`config.mk`:
```
export PLATFORM = sky130hd
export DESIGN_NAME = sar_seq_ctrl
export DESIGN_NICKNAME = d
export VERILOG_FILES = /design/src/rtl/sar_seq_pkg.sv /design/src/rtl/sar_seq_ctl.sv /design/src/rtl/sar_seq_dp.sv /design/src/rtl/sar_seq_ctrl.sv
export SDC_FILE = /design/constraint.sdc
export NUM_CORES = 1
export LEC_CHECK = 0
export ABC_CLOCK_PERIOD_IN_PS = 6100
export BUFFER_PORTS_ARGS = -buffer_cell sky130_fd_sc_hd__buf_2
export CORE_ASPECT_RATIO = 1.2
export CORE_MARGIN = 3
export CORE_UTILIZATION = 55
export CTS_BUF_LIST = sky130_fd_sc_hd__clkbuf_8
export DETAILED_ROUTE_END_ITERATION = 16
export PLACE_DENSITY = 0.9
export SLEW_MARGIN = 15
export SYNTH_ARGS = -nofsm -noshare
export SYNTH_HDL_FRONTEND = slang
export SYNTH_HIERARCHICAL = 1
export SYNTH_SLANG_ARGS = --single-unit
```
`constraint.sdc`:
```
create_clock -name clk -period 6.1 [get_ports clk]
set_input_delay 0.915 -clock clk [delete_from_list [all_inputs] [get_ports clk]]
set_output_delay 0.915 -clock clk [all_outputs]
set_load 0.03 [all_outputs]
```
`src/rtl/sar_seq_pkg.sv`:
```
package sar_seq_pkg;

  localparam logic [3:0] ADDR_RESULT = 4'h0;
  localparam logic [3:0] ADDR_STATUS = 4'h4;
  localparam logic [3:0] ADDR_CTRL   = 4'h8;
  localparam logic [3:0] ADDR_WAIT   = 4'hC;

  localparam int CTRL_POWER_BIT = 3;
  localparam int CTRL_IEN_BIT   = 5;
  localparam int CTRL_FLAG_BIT  = 6;

  typedef enum logic [1:0] {
    ST_IDLE = 2'd0,
    ST_WAIT = 2'd1,
    ST_CONV = 2'd2
  } seqState_t;

  typedef struct packed {
    logic start;   // load MSB trial, clear kept bits
    logic step;    // resolve current trial bit
    logic clrFlag; // clear interrupt flag
  } sarStrobe_t;

endpackage

```
`src/rtl/sar_seq_ctl.sv`:
```
module sar_seq_ctl
  import sar_seq_pkg::*;
#(
  parameter int CHAN_BITS = 3,
  parameter int WAIT_BITS = 6
) (
  input  logic                 clk,
  input  logic                 rstN,
  input  logic                 wrEn,
  input  logic [3:0]           addr,
  input  logic [31:0]          wdata,
  input  logic                 lastBit,
  output sarStrobe_t           strb,
  output logic                 busy,
  output logic [CHAN_BITS-1:0] chanSel,
  output logic                 powerOn,
  output logic                 irqEn,
  output logic [WAIT_BITS-1:0] waitVal
);

  seqState_t            state;
  logic [WAIT_BITS-1:0] waitCnt;
  logic                 wrCtl, wrWait, ctlZero, abortReq, acceptReq;

  assign wrCtl     = wrEn && (addr == ADDR_CTRL);
  assign wrWait    = wrEn && (addr == ADDR_WAIT);
  assign ctlZero   = (wdata == 32'd0);
  assign abortReq  = wrCtl && ctlZero;
  assign acceptReq = wrCtl && !ctlZero && (state == ST_IDLE);
  assign busy      = (state != ST_IDLE);

  always_comb begin
    strb.start   = (state == ST_WAIT) && (waitCnt == '0) && !abortReq;
    strb.step    = (state == ST_CONV) && !abortReq;
    strb.clrFlag = abortReq || acceptReq;
  end

  always_ff @(posedge clk or negedge rstN) begin
    if (!rstN) begin
      state   <= ST_IDLE;
      waitCnt <= '0;
      chanSel <= '0;
      powerOn <= 1'b0;
      irqEn   <= 1'b0;
      waitVal <= '0;
    end else begin
      if (wrWait) waitVal <= wdata[WAIT_BITS-1:0];
      if (abortReq) begin
        state   <= ST_IDLE;
        chanSel <= '0;
        powerOn <= 1'b0;
        irqEn   <= 1'b0;
      end else if (acceptReq) begin
        chanSel <= wdata[CHAN_BITS-1:0];
        powerOn <= wdata[CTRL_POWER_BIT];
        irqEn   <= wdata[CTRL_IEN_BIT];
        if (wdata[CTRL_POWER_BIT]) begin
          state   <= ST_WAIT;
          waitCnt <= waitVal;
        end
      end else begin
        case (state)
          ST_WAIT: begin
            if (waitCnt == '0) state <= ST_CONV;
            else               waitCnt <= waitCnt - 1'b1;
          end
          ST_CONV: if (lastBit) state <= ST_IDLE;
          default: state <= ST_IDLE;
        endcase
      end
    end
  end

  // an all-zero control write leaves the sequencer idle and unpowered
  p_abort_idle_r7: assert property (@(posedge clk) disable iff (!rstN)
    abortReq |=> (state == ST_IDLE) && !powerOn);

  // nonzero control writes while busy do not disturb channel or enable
  p_busy_ignore_r8: assert property (@(posedge clk) disable iff (!rstN)
    (wrCtl && !ctlZero && busy) |=> $stable(chanSel) && $stable(irqEn));

  // the wait phase persists while its count is nonzero
  p_wait_hold_r3: assert property (@(posedge clk) disable iff (!rstN)
    (state == ST_WAIT && waitCnt != '0 && !abortReq) |=> (state == ST_WAIT));

endmodule

```
`src/rtl/sar_seq_dp.sv`:
```
module sar_seq_dp
  import sar_seq_pkg::*;
#(
  parameter int RES_BITS = 10
) (
  input  logic                clk,
  input  logic                rstN,
  input  sarStrobe_t          strb,
  input  logic                cmpIn,
  output logic [RES_BITS-1:0] dacCode,
  output logic                lastBit,
  output logic [RES_BITS-1:0] result,
  output logic                flag
);

  localparam logic [RES_BITS-1:0] MSB_MASK = {1'b1, {(RES_BITS-1){1'b0}}};

  logic [RES_BITS-1:0] kept;
  logic [RES_BITS-1:0] trialMask;
  logic [RES_BITS-1:0] trial;
  logic [RES_BITS-1:0] decided;

  assign trial   = kept | trialMask;
  assign decided = cmpIn ? trial : kept;
  assign dacCode = trial;
  assign lastBit = trialMask[0];

  always_ff @(posedge clk or negedge rstN) begin
    if (!rstN) begin
      kept      <= '0;
      trialMask <= '0;
      result    <= '0;
      flag      <= 1'b0;
    end else begin
      if (strb.start) begin
        kept      <= '0;
        trialMask <= MSB_MASK;
      end else if (strb.step) begin
        kept      <= decided;
        trialMask <= trialMask >> 1;
        if (trialMask[0]) begin
          result <= decided;
          flag   <= 1'b1;
        end
      end
      if (strb.clrFlag) flag <= 1'b0;
    end
  end

  // at most one trial bit is live at a time
  p_mask_onehot_r4: assert property (@(posedge clk) disable iff (!rstN)
    $onehot0(trialMask));

  // a resolve strobe always has a bit to resolve
  p_step_has_bit_r4: assert property (@(posedge clk) disable iff (!rstN)
    strb.step |-> (trialMask != '0));

  // the result only moves on the final resolve
  p_result_hold_r5: assert property (@(posedge clk) disable iff (!rstN)
    !(strb.step && trialMask[0]) |=> $stable(result));

  // the flag only rises after the last bit resolves
  p_flag_source_r6: assert property (@(posedge clk) disable iff (!rstN)
    $rose(flag) |-> $past(strb.step && trialMask[0]));

endmodule

```
`src/rtl/sar_seq_ctrl.sv`:
```
module sar_seq_ctrl
  import sar_seq_pkg::*;
#(
  parameter int RES_BITS  = 10,
  parameter int CHAN_BITS = 3,
  parameter int WAIT_BITS = 6
) (
  input  logic                 clk,
  input  logic                 rstN,
  input  logic                 psel,
  input  logic                 penable,
  input  logic                 pwrite,
  input  logic [3:0]           paddr,
  input  logic [31:0]          pwdata,
  output logic [31:0]          prdata,
  input  logic                 cmpIn,
  output logic [RES_BITS-1:0]  dacCode,
  output logic [CHAN_BITS-1:0] chanSel,
  output logic                 adcPowerOn,
  output logic                 irq
);

  sarStrobe_t           strb;
  logic                 busy, irqEn, flag, lastBit;
  logic [RES_BITS-1:0]  result;
  logic [WAIT_BITS-1:0] waitVal;
  logic [31:0]          ctlWord;

  sar_seq_ctl #(.CHAN_BITS(CHAN_BITS), .WAIT_BITS(WAIT_BITS)) u_ctl (
    .clk     (clk),
    .rstN    (rstN),
    .wrEn    (psel && penable && pwrite),
    .addr    (paddr),
    .wdata   (pwdata),
    .lastBit (lastBit),
    .strb    (strb),
    .busy    (busy),
    .chanSel (chanSel),
    .powerOn (adcPowerOn),
    .irqEn   (irqEn),
    .waitVal (waitVal)
  );

  sar_seq_dp #(.RES_BITS(RES_BITS)) u_dp (
    .clk     (clk),
    .rstN    (rstN),
    .strb    (strb),
    .cmpIn   (cmpIn),
    .dacCode (dacCode),
    .lastBit (lastBit),
    .result  (result),
    .flag    (flag)
  );

  always_comb begin
    ctlWord                  = '0;
    ctlWord[CHAN_BITS-1:0]   = chanSel;
    ctlWord[CTRL_POWER_BIT]  = adcPowerOn;
    ctlWord[CTRL_IEN_BIT]    = irqEn;
    ctlWord[CTRL_FLAG_BIT]   = flag;
  end

  always_comb begin
    prdata = '0;
    if (psel) begin
      case (paddr)
        ADDR_RESULT: prdata = {{(32-RES_BITS){1'b0}}, result};
        ADDR_STATUS: prdata = {31'd0, busy};
        ADDR_CTRL:   prdata = ctlWord;
        ADDR_WAIT:   prdata = {{(32-WAIT_BITS){1'b0}}, waitVal};
        default:     prdata = '0;
      endcase
    end
  end

  assign irq = flag && irqEn;

  // nothing is powered or requesting in the first cycle after reset
  p_reset_quiet_r1: assert property (@(posedge clk)
    $rose(rstN) |-> !irq && !adcPowerOn);

endmodule

```
### Word level (Yosys, flattened, before mapping)

Cells that the tools add are included.

| cells by class | value |
|---|---|
| add/subtract/negate cells | 1 |
| equal/unequal tests | 11 |
| mux-type cells | 27 |
| bitwise gates (word level) | 3 |
| reduce and logical (&&, ||, !) cells | 28 |

Operators by type and width:

| operator | count |
|---|---|
| $mux 10 | 6 |
| $pmux 10 s4 | 1 |
| $logic_not 32->1 | 1 |
| $mux 6 | 4 |
| $reduce_bool 2->1 | 6 |
| $logic_and 1x1->1 | 11 |
| $mux 2 | 5 |
| $or 10x10->10 | 1 |
| $reduce_and 3->1 | 3 |
| $eq 4x4->1 const B | 2 |
| $mux 1 | 8 |
| $logic_not 6->1 | 1 |
| $mux 3 | 2 |
| $sub 6x1->6 const B | 1 |
| $eq 4x3->1 const B | 1 |
| $logic_not 4->1 | 1 |
| $ne 2x2->1 const B | 2 |
| $ne 4x1->1 const B | 1 |
| $ne 4x2->1 const B | 1 |
| $pmux 2 s2 | 1 |
| $reduce_and 4->1 | 1 |
| $ne 3x2->1 const B | 1 |
| $eq 2x1->1 const B | 1 |
| $eq 2x2->1 const B | 1 |
| 5 further kinds | 7 |

| storage, ports and cells | value |
|---|---|
| bits in registers | 50 |
| bits of input ports | 42 |
| output and inout port bits | 47 |
| word-level logic and storage cells | 80 |

### Longest topological paths before layout

| logic depth | value |
|---|---|
| depth in word-level cells | 9 |
| depth in mapped cells | 10 |
| gate-level depth less buffers | 9 |

### Hierarchy

The synthesis kept the hierarchy.

By module, submodules not included:

| module | times used | cells an instance | area an instance (um2) | seq. area each (um2) |
|---|---|---|---|---|
| sar_seq_dp | 1 | 111 | 1317.5 | 775.7 |
| sar_seq_ctl | 1 | 98 | 1124.8 | 475.5 |
| sar_seq_ctrl | 1 | 55 | 439.2 | 0.0 |

### Worst setup path before layout

OpenSTA, ideal clock, no wires.

| path | value |
|---|---|
| path kind | input to output |
| start | in paddr[1] |
| end | out prdata[6] |
| data arrival time | 1927 ps |
| data required time | 5185 ps |
| slack | 3258 ps |
| cell stages on the path | 3 |
| buffers on the path | 0 |
| path through | nor2_1 nand2_1 nor3_1 |

| between the ends | value |
|---|---|
| cells in the longest elaborated chain, start to end | 3 |
| elaborated cells between the ends (all ways) | 6 |
| classes of those cells | eq/ne (3); mux (2); reduce/logical (1) |

Ends and longest elaborated chain:

| what | line | text |
|---|---|---|
| from (decl) | sar_seq_ctrl.sv:13 | `input logic [3:0] paddr,` |
| $eq 4x4->1 (tied with other cells) | sar_seq_ctrl.sv:66 | `case (paddr)` |
| $pmux 10 s4 (*) | sar_seq_ctrl.sv:66 |  |
| $mux 10 (*) | sar_seq_ctrl.sv:65 | `if (psel) begin` |
| to (decl) | sar_seq_ctrl.sv:15 | `output logic [31:0] prdata,` |

Every way passes the cells marked *; elsewhere a longest branch is shown, timed or not.

==> report_table.html <==
<table>
<tr><th>Metric</th><th>Value</th></tr>
<tr><th colspan="2">Run status</th></tr>
<tr><td>Run status</td><td>finished, final reports clean</td></tr>
<tr><th colspan="2">Clocking</th></tr>
<tr><td>Clock buffers created by TritonCTS</td><td>5</td></tr>
<tr><td>Clock-pin slew on the worst setup and hold paths</td><td>0.08 ns</td></tr>
<tr><td>Number of hold buffers added after CTS</td><td>0</td></tr>
<tr><td>Sinks on Clock Net</td><td>50</td></tr>
<tr><td>Insertion delay to the later sink of the worst-skew pair</td><td>0.31 ns</td></tr>
<tr><td>Clock tree buffer depth</td><td>2</td></tr>
<tr><td>CTS tree</td><td>done</td></tr>
<tr><td>Cell at the root of the clock tree</td><td>clkbuf_8</td></tr>
<tr><td>Resized cells post-CTS</td><td>0</td></tr>
<tr><td>Post-CTS Setup Bufs</td><td>0</td></tr>
<tr><td>H-tree level count</td><td>2</td></tr>
<tr><th colspan="2">Floorplan</th></tr>
<tr><td>Core Box Area</td><td>0.005010 sq mm</td></tr>
<tr><td>Die outline area</td><td>0.006147 sq mm</td></tr>
<tr><td>Starting density of the core</td><td>57.52%</td></tr>
<tr><td>Die Span Y</td><td>85.29 um</td></tr>
<tr><td>X dimension of the die</td><td>72.08 um</td></tr>
<tr><td>FP Rows</td><td>28</td></tr>
<tr><td>IO Count</td><td>89</td></tr>
<tr><th colspan="2">Worst hold path</th></tr>
<tr><td>Class of the worst hold path</td><td>flip-flop to flip-flop</td></tr>
<tr><td>WHS Endpoint</td><td>u_dp/result[7]$_DFFE_PN0P_</td></tr>
<tr><td>Launch point of the worst hold path</td><td>u_dp/result[7]$_DFFE_PN0P_</td></tr>
<tr><td>Worst Hold Path Cells</td><td>2</td></tr>
<tr><th colspan="2">Critical path</th></tr>
<tr><td>Slowest-stage cell, CP</td><td>nor4_1</td></tr>
<tr><td>Type of origin of the critical path</td><td>input port</td></tr>
<tr><td>FF-to-FF Start</td><td>u_ctl/waitCnt[0]$_DFFE_PN0P_</td></tr>
<tr><td>Cell family with most CP delay</td><td>simple AND/OR/NAND/NOR gates</td></tr>
<tr><td>Type of the worst setup path</td><td>input port to flip-flop</td></tr>
<tr><td>Data arrival time at the worst-slack endpoint</td><td>3.22 ns</td></tr>
<tr><td>Most prevalent standard cell on the critical path</td><td>and3b_1</td></tr>
<tr><td>R2R setup slack</td><td>3.50 ns</td></tr>
<tr><td>Destination of the worst register-to-register timing path</td><td>u_dp/kept[4]$_DFFE_PN0P_</td></tr>
<tr><td>CP endpoint kind</td><td>flip-flop</td></tr>
<tr><td>Crit Path Max Fanout</td><td>13</td></tr>
<tr><td>Slowest cell delay on critical path</td><td>0.53 ns</td></tr>
<tr><td>FF-to-FF path depth</td><td>10</td></tr>
<tr><td>Combined buffer and inverter count along the critical path</td><td>1</td></tr>
<tr><td>CP cell instances</td><td>buf_2 &gt; nor4_1 &gt; and4_2 &gt; nand3_2 &gt; and3b_1 &gt; and3b_1 &gt; a22o_1</td></tr>
<tr><td>Required time worst endpoint</td><td>6.30 ns</td></tr>
<tr><th colspan="2">Final layout</th></tr>
<tr><td>Antenna Diode Count</td><td>0</td></tr>
<tr><td>Nets@finish</td><td>372</td></tr>
<tr><td>Area growth, synth to finish</td><td>13.07%</td></tr>
<tr><td>Share of layout cells above drive strength 1</td><td>32.12%</td></tr>
<tr><td>Seq. cell area</td><td>0.001251 sq mm</td></tr>
<tr><td>Multi-input combinational cell area</td><td>0.001403 sq mm</td></tr>
<tr><td>Number of filler cells placed in the layout</td><td>414</td></tr>
<tr><th colspan="2">Power</th></tr>
<tr><td>Power, Total</td><td>0.0009384 W</td></tr>
<tr><td>Switching component of the power</td><td>0.0003342 W</td></tr>
<tr><td>Switching Share</td><td>35.62%</td></tr>
<tr><td>Leakage power</td><td>1.674 nW</td></tr>
<tr><td>Internal power contribution</td><td>0.0006042 W</td></tr>
<tr><td>Worst-case vdd ir drop</td><td>0.0002380 V</td></tr>
<tr><td>Logic pwr share</td><td>29.4%</td></tr>
<tr><td>Clock share of power</td><td>24.0%</td></tr>
<tr><td>Ratio of total power to cell area</td><td>288.0 mW/mm^2</td></tr>
<tr><td>Sequential share of power</td><td>46.6%</td></tr>
<tr><th colspan="2">GRT</th></tr>
<tr><td>Global router's overall resource usage</td><td>22.90%</td></tr>
<tr><td>Global-route wire length before repair</td><td>10900 um</td></tr>
<tr><td>Overflow after GRT</td><td>0</td></tr>
<tr><td>Vias in the first global route</td><td>2252</td></tr>
<tr><td>Largest net degree at the start of global routing</td><td>51</td></tr>
<tr><td>Initial antenna violation count</td><td>0</td></tr>
<tr><th colspan="2">Detailed routing</th></tr>
<tr><td>Via-per-instance ratio</td><td>5.738</td></tr>
<tr><td>Starting DRC count in detailed routing</td><td>112</td></tr>
<tr><td>Antenna-violating nets left</td><td>0</td></tr>
<tr><td>DRT Wirelength</td><td>6718 um</td></tr>
<tr><td>Post-detailed-route wirelength per cell</td><td>17.23 um</td></tr>
<tr><td>Drt pass-1 iters</td><td>4</td></tr>
<tr><td>DRC violation count after routing</td><td>0</td></tr>
<tr><td>Via Count</td><td>2238</td></tr>
<tr><th colspan="2">Timing</th></tr>
<tr><td>Final worst path period share</td><td>49.44%</td></tr>
<tr><td>Final setup skew</td><td>0.007615 ns</td></tr>
<tr><td>Final Slew Violations</td><td>0</td></tr>
<tr><td>Unrepaired setup endpoints after global routing</td><td>no</td></tr>
<tr><td>Final Hold Viols</td><td>0</td></tr>
<tr><td>Actual slew at the worst max-slew pin</td><td>0.6352 ns</td></tr>
<tr><td>Fmax</td><td>0.3316 GHz</td></tr>
<tr><td>Final setup violating endpoints</td><td>0</td></tr>
<tr><td>Post-route minimum period</td><td>3.016 ns</td></tr>
<tr><td>Slew Limit Headroom</td><td>57.65%</td></tr>
<tr><td>Setup TNS after final layout</td><td>0 ns</td></tr>
<tr><th colspan="2">Synth</th></tr>
<tr><td>Fraction of registers with async set/reset</td><td>100.0%</td></tr>
<tr><td>Post-synthesis sequential element count</td><td>50</td></tr>
<tr><td>Cell type contributing the most total cell area after synthesis</td><td>dfrtp_1</td></tr>
<tr><td>Number of flops mapped to enable cells by yosys</td><td>0</td></tr>
<tr><td>Cells taking the most area after synthesis</td><td>dfrtp_1 43%, mux2i_1 9.4%, buf_4 6.0%</td></tr>
<tr><td>Synthesized instance count</td><td>264</td></tr>
<tr><td>Sequential cell area fraction in the yosys report</td><td>43.42%</td></tr>
<tr><td>Yosys top cell area share</td><td>43.42%</td></tr>
<tr><td>Syn Area/Cell</td><td>10.91 sq um</td></tr>
<tr><td>Synth cell types</td><td>56</td></tr>
<tr><td>Leading register cell type out of synthesis</td><td>dfrtp_1</td></tr>
<tr><td>Cell with the most instances after synthesis</td><td>dfrtp_1</td></tr>
<tr><td>Warnings, synthesis</td><td>6</td></tr>
<tr><td>Ranking of synthesized cells by instance count</td><td>50 x dfrtp_1, 27 x mux2i_1, 23 x buf_4, 20 x nor2_1, 19 x inv_1</td></tr>
<tr><td>Mapped cell area</td><td>0.002882 sq mm</td></tr>
<tr><th colspan="2">Placement</th></tr>
<tr><td>HPWL Detailed</td><td>5056 um</td></tr>
<tr><td>GP Congestion</td><td>0.8515</td></tr>
<tr><td>PortBufs</td><td>66</td></tr>
<tr><th colspan="2">Job</th></tr>
<tr><td>Number of max-cap violations</td><td>0</td></tr>
</table>
[tightest hold or removal path, cell delays in order (launching register included)]
cell	delay, ns
dfrtp_1	0.38
inv_1	0.06
mux2i_1	0.06
[power groups by stage]
stage               registers [W]  logic (W)  clock network [W]
floorplan                0.000432   0.000212                  0
global placement         0.000439   0.000266                  0
detailed placement       0.000442   0.000274                  0
CTS                      0.000436   0.000276           0.000228
global route             0.000446   0.000303           0.000240
finish                   0.000438   0.000276           0.000225
[cell families (layout without fill, tap and decap cells)]
family	count (synthesis)	in the layout	synth area share, %
buffers and inverters	51	96	10.64
AO/OA/AOI/OAI	51	51	15.46
adder cells (fa/ha/maj)	1	1	0.4341
flip-flops	50	50	43.42
other	1	22	0.1301
AND/OR/NAND/NOR	73	73	16.11
multiplexers	37	37	13.81
[state kept, by name, indices dropped and copies added, names as in the netlist]
name,cells
u_ctl/state,2
u_ctl/powerOn,1
u_ctl/waitCnt,6
u_ctl/irqEn,1
u_ctl/chanSel,3
u_dp/kept,10
u_ctl/waitVal,6
u_dp/trialMask,10
u_dp/result,10
u_dp/flag,1
[worst max path at each step]
| stage | slack (ns) | start | end | cells after the start |
|---|---|---|---|---|
| 2_1_floorplan | 3.26 | paddr[1] | prdata[6] | 3 |
| 3_3_place_gp | 2.73 | pwdata[2] | u_dp/kept[4]$_DFFE_PN0P_ | 7 |
| 4_1_cts | 3.03 | pwdata[2] | u_dp/kept[4]$_DFFE_PN0P_ | 7 |
| 5_1_grt | 2.94 | pwdata[2] | u_dp/kept[4]$_DFFE_PN0P_ | 7 |
| 6_report | 3.08 | pwdata[2] | u_dp/kept[4]$_DFFE_PN0P_ | 7 |
| 3_5_place_dp | 2.71 | pwdata[2] | u_dp/kept[4]$_DFFE_PN0P_ | 7 |
[placed cells by master (no fill, tap or decap), types with 2 or more instances in the layout]
| cell | n |
|---|---|
| a21oi_1 | 12 |
| a22o_1 | 14 |
| a22oi_1 | 2 |
| a22oi_2 | 4 |
| and2_1 | 2 |
| and3_1 | 4 |
| and3b_1 | 2 |
| and4_2 | 2 |
| buf_2 | 65 |
| buf_4 | 2 |
| clkbuf_8 | 8 |
| conb_1 | 22 |
| dfrtp_1 | 50 |
| inv_1 | 19 |
| inv_2 | 2 |
| mux2_2 | 6 |
| mux2_4 | 4 |
| mux2i_1 | 27 |
| nand2_1 | 3 |
| nand2b_1 | 3 |
| nand4_1 | 2 |
| nor2_1 | 20 |
| nor3_1 | 3 |
| nor4_1 | 8 |
| o211ai_1 | 4 |
| o21ai_1 | 2 |
| o2bb2ai_1 | 2 |
| or2_1 | 10 |
[layer usage]
metal	routed length (um)	share of wire [%]	vias to the layer above	global-route usage (%)
li1	-	-	1032	-
met1	2680	40	1120	27.61
met2	3605	54	70	39.77
met3	285	4.2	16	4.028
met4	147	2.2	0	9.402
met5	0	0	-	0
[metrics by stage]
step,utilization (%),cell area [sq um],hold slack (ns),std cells,setup slack [ns]
4_1_cts,64.99,3256,0.5315,390,3.028
2_1_floorplan,-,2960,0.4774,285,3.258
6_report,65.04,3258,0.5303,390,3.084
5_1_grt,65.04,3258,0.5448,390,2.939
3_3_place_gp,62.79,3146,0.5057,382,2.728
3_5_place_dp,62.79,3146,0.5174,382,2.710
[area by class of cell]
class / instances / share of cell area, %
well taps: 60 / 2.304
flip-flops and latches: 50 / 38.40
clock buffers: 8 / 3.379
repair buffers: 67 / 10.45
multi-input cells: 184 / 43.05
inverters: 21 / 2.419
Note: power is estimated with default switching activity, not from simulation.
